==> config.mk <==
export PLATFORM = sky130hd
export DESIGN_NAME = pll_fastlock_seq
export DESIGN_NICKNAME = d
export VERILOG_FILES = /design/src/rtl/pll_fastlock_seq.sv
export SDC_FILE = /design/constraint.sdc
export NUM_CORES = 1
export LEC_CHECK = 0
export BUFFER_PORTS_ARGS = -buffer_cell sky130_fd_sc_hd__buf_2
export CORE_AREA = 2 2 104 132
export DETAILED_ROUTE_END_ITERATION = 16
export DIE_AREA = 0 0 106 134
export GPL_TIMING_DRIVEN = 0
export PLACE_DENSITY = 0.87
export SLEW_MARGIN = 0
export SYNTH_ARGS = -nofsm -noshare
export SYNTH_HDL_FRONTEND = slang
export SYNTH_SLANG_ARGS = --single-unit
==> constraint.sdc <==
create_clock -name clk -period 9.2 [get_ports clk]
set_input_delay 1.84 -clock clk [delete_from_list [all_inputs] [get_ports clk]]
set_output_delay 1.84 -clock clk [all_outputs]
set_load 0.005 [all_outputs]
==> src/rtl/pll_fastlock_seq.sv <==
module pll_fastlock_seq #(
  parameter int MW = 12,
  parameter int CW = 12,
  parameter int CPW = 4,
  parameter logic [1:0] MODE_FL = 2'b01
) (
  input  logic           clk,
  input  logic           rst,
  input  logic           vas_done,
  input  logic [1:0]     clkdiv_mode,
  input  logic [CPW-1:0] cp_user,
  input  logic [MW-1:0]  mod_m,
  input  logic [CW-1:0]  clk_div,
  output logic [CPW-1:0] cp_eff,
  output logic           sw_gnd,
  output logic           busy
);
  localparam int PW = MW + CW;

  logic          open_q;
  logic [PW-1:0] cnt_q, lim_q;

  wire [PW-1:0] prod = PW'(mod_m) * PW'(clk_div);
  wire arm  = vas_done && (clkdiv_mode == MODE_FL) && (cp_user == '0) && (prod != '0);
  wire last = (cnt_q == lim_q - PW'(1));

  always_ff @(posedge clk) begin
    if (rst) begin
      open_q <= 1'b0;
      cnt_q  <= '0;
      lim_q  <= '0;
    end else if (arm) begin
      open_q <= 1'b1;
      cnt_q  <= '0;
      lim_q  <= prod;
    end else if (open_q) begin
      if (last) open_q <= 1'b0;
      else      cnt_q  <= cnt_q + PW'(1);
    end
  end

  assign busy   = open_q;
  assign sw_gnd = open_q;
  assign cp_eff = open_q ? '1 : cp_user;


  start_gate_chk: assert property (@(posedge clk) disable iff (rst)
    $rose(open_q) |-> $past(vas_done) && $past(clkdiv_mode) == MODE_FL &&
                      $past(cp_user) == '0 && $past(mod_m) != '0 && $past(clk_div) != '0);


  idle_hold_chk: assert property (@(posedge clk) disable iff (rst)
    !open_q && !vas_done |=> !open_q);


  early_close_chk: assert property (@(posedge clk) disable iff (rst)
    open_q && !vas_done && !last |=> open_q);


  count_range_chk: assert property (@(posedge clk) disable iff (rst)
    open_q |-> cnt_q < lim_q);


  restart_chk: assert property (@(posedge clk) disable iff (rst)
    open_q && arm |=> open_q && cnt_q == '0);


  reset_idle_chk: assert property (@(posedge clk)
    rst |=> !open_q);
endmodule

==> out/qor.yml <==
cts-buffers-inserted: 5
worstSetupEndpointType: "flop"
leakagePower_nw: 4.10
place_ws_ps: 827
cts_setup_buffers: 0
drc: 0
io_pins: 39
area_delta_synth_final_pct: 7.13
gr-total-overflow: 0
htreeDepth: 2
synth_flop_cell: "dfxtp_1"
min_period_ps: 8160
root_buffer: "clkbuf_16"
synth_cell_type_count: 66
layout_setup_ws_ps: 1040
grt.total_usage: 0.273
ant_nets: 0
required_ps: 9390
first_pass_iters: 5
synth-seq-area-share: 0.121
ys_ff_latch: 49
yosysTopAreaCell: "fa_1"
clk_path_buf_depth: 2
syn-instance-count: 994
cp.depth: 23
start_util: 0.626
vias_per_cell: 5.72
fillers: 1033
cts-hold-fix-buffers: 0
critical-path-max-stage-delay_ps: 550
grt_pass1_wl_mm: 31.8
netlist_top_cells_area: "fa_1, dfxtp_1, ha_1, inv_1, nand2_1"
grt_pass1_vias: 7106
layout_common_cells: "inv_1, nand2_1, fa_1"
wire_per_inst_um: 15.3
die_w_um: 106
critPathKind: "in2reg"
drive_above_1_share: 0.0942
tightest_slew_ps: 652
max_freq_ghz: 0.123
slew_headroom: 0.564
setup_viol: 0
r2r_start: "lim_q[0]"
crit_end: "lim_q[5]"
vias: 6929
power_density_nw_per_um2: 254
dp_hpwl_mm: 15.3
critical-path-top-delay-family: "adder cells"
multi_input_comb_area_um2: 6320
synthArstFlopShare: 0
clk_pin_slew_worst_paths_ps: 60
hp-start: "lim_q[23]"
dp_cells: 1203
maxCapViolCount: 0
std_cell_rows: 47
routed_wl_mm: 18.5
finalHoldViolations: 0
diodes: 0
ff_latch_area_um2: 981
grt_max_degree: 16
final_nets: 1236
synth-edff-count: 0
slew_violations: 0
cts_tree: "yes"
rsz0062_at_grt: "false"
startpoint_type: "input pin"
hp-class: "reg2reg"
place.gp.congestion: 0.911
r2r_slack_ps: 5600
fin_crit_sh: 0.887
synth_top_area_share: 0.246
io_buffers: 38
postSynthNetCount: 1191
path_max_fanout: 10
yosys_warnings: 0
layout_commonest_cell: "inv_1"
status: "finished, final reports clean"
slowest_stage: "fa_1"
timing.rr.end: "cnt_q[9]"
path_buf_inv: 7
instances_no_fill: 1211
first_iter_violations: 458
antenna_found_initial: 0
syn_avg_cell_area_um2: 8.19
clock_sinks: 49
reg2regPathDepth: 12
fp.dieH_um: 134
cts_resized: 0
worstPathCellList: "buf_2 > clkbuf_1 > nand2_1 > fa_1 > fa_1 > inv_1 > fa_1 > fa_1 > inv_1 > fa_1 > inv_1 > ha_1 > clkbuf_1 > o21a_1 > o32ai_1 > a21oi_1 > a31oi_1 > o31ai_1 > xnor2_1 > and2_1 > a21oi_1 > buf_2 > mux2_2"
die_area_um2: 14200
setup_tns_ps: 0
crit_start: "mod_m[8]"
core_um2: 13000
cp_common_cell: "fa_1"
fin_skew_ps: 9.47
insertion_delay_ps: 300
ir_drop_uv: 192
cp_data_arrival_time_ps: 8350
netlist_area_um2: 8140
-- per-stage QoR --
step,cell area [um2],hold slack (ps),power [W],util
final,8720,511,0.00222,0.671
after floorplan,8140,473,0.00163,-
after global placement,8540,491,0.00193,0.657
after detailed placement,8540,496,0.00198,0.657
after global routing,8720,530,0.00249,0.671
after CTS,8720,511,0.00221,0.671
-- report_power, final --
part / internal (W) / switching [W]
sequential: 0.000214 / 0.00000347
clock: 0.000136 / 0.0000829
combinational: 0.000719 / 0.00106
-- synth_stat cells, types with 3 or more instances --
| master | n |
|---|---|
| inv_1 | 160 |
| nand2_1 | 122 |
| fa_1 | 100 |
| ha_1 | 64 |
| and2_1 | 51 |
| dfxtp_1 | 49 |
| nor2_1 | 46 |
| xnor2_1 | 46 |
| clkbuf_1 | 42 |
| nor3_1 | 40 |
| a21oi_1 | 29 |
| nand3_1 | 20 |
| xor2_1 | 19 |
| o21ai_0 | 16 |
| nand4_1 | 13 |
| mux2i_1 | 12 |
| nand2b_1 | 12 |
| nor2b_1 | 11 |
| nor3_2 | 11 |
| nor4_1 | 11 |
| a21o_1 | 9 |
| mux2_2 | 9 |
| or2_2 | 9 |
| a31oi_1 | 6 |
| o211ai_1 | 6 |
| and3_1 | 5 |
| buf_2 | 5 |
| or3_1 | 5 |
| a211oi_1 | 4 |
| buf_6 | 4 |
| nor3b_1 | 4 |
| or4_1 | 4 |
| a31o_2 | 3 |
-- kinds of logic after synthesis --
family          share of synthesized area
xor+xnor                           0.0699
fa+ha+maj                           0.344
simple gates                        0.245
flops                               0.121
mux                                0.0286
buf+inv                             0.103
compound gates                     0.0881
-- area by class of cell --
| class | instances | area share |
|---|---|---|
| Clock inverter | 2 | 0.00430 |
| Sequential cell | 49 | 0.112 |
| Buffer | 53 | 0.0274 |
| Multi-Input combinational cell | 732 | 0.725 |
| Tap cell | 171 | 0.0245 |
| Clock buffer | 6 | 0.0159 |
| Inverter | 160 | 0.0689 |
| Timing Repair Buffer | 38 | 0.0218 |
-- sequential cells by signal (all words and copies together) (netlist names) --
signal	flops
cnt_q	24
lim_q	24
busy	1
-- worst reg2reg max path, cell delays in order (launching register included) --
cell       delay (ps)
dfxtp_1           340
inv_1              90
ha_1              310
or4b_2            710
nor4_1            280
o2111ai_1         170
a21oi_1           210
o2111ai_2         140
o41ai_4           560
buf_6             260
nor3_1             90
xnor2_1           150
nor3_1            200
-- worst min-delay path by stage --
stage,endpoint,cells after the start
6_report,lim_q[23],2
5_1_grt,lim_q[21],2
4_1_cts,lim_q[23],2
3_5_place_dp,lim_q[21],2
3_3_place_gp,lim_q[23],2
2_1_floorplan,lim_q[21],2
-- layer usage --
metal / share of wire / track usage
met1: 0.39 / 0.308
met3: 0.041 / 0.0330
met5: 0 / 0
met2: 0.52 / 0.504
met4: 0.044 / 0.136
Note: power is estimated with default switching activity, not from simulation.
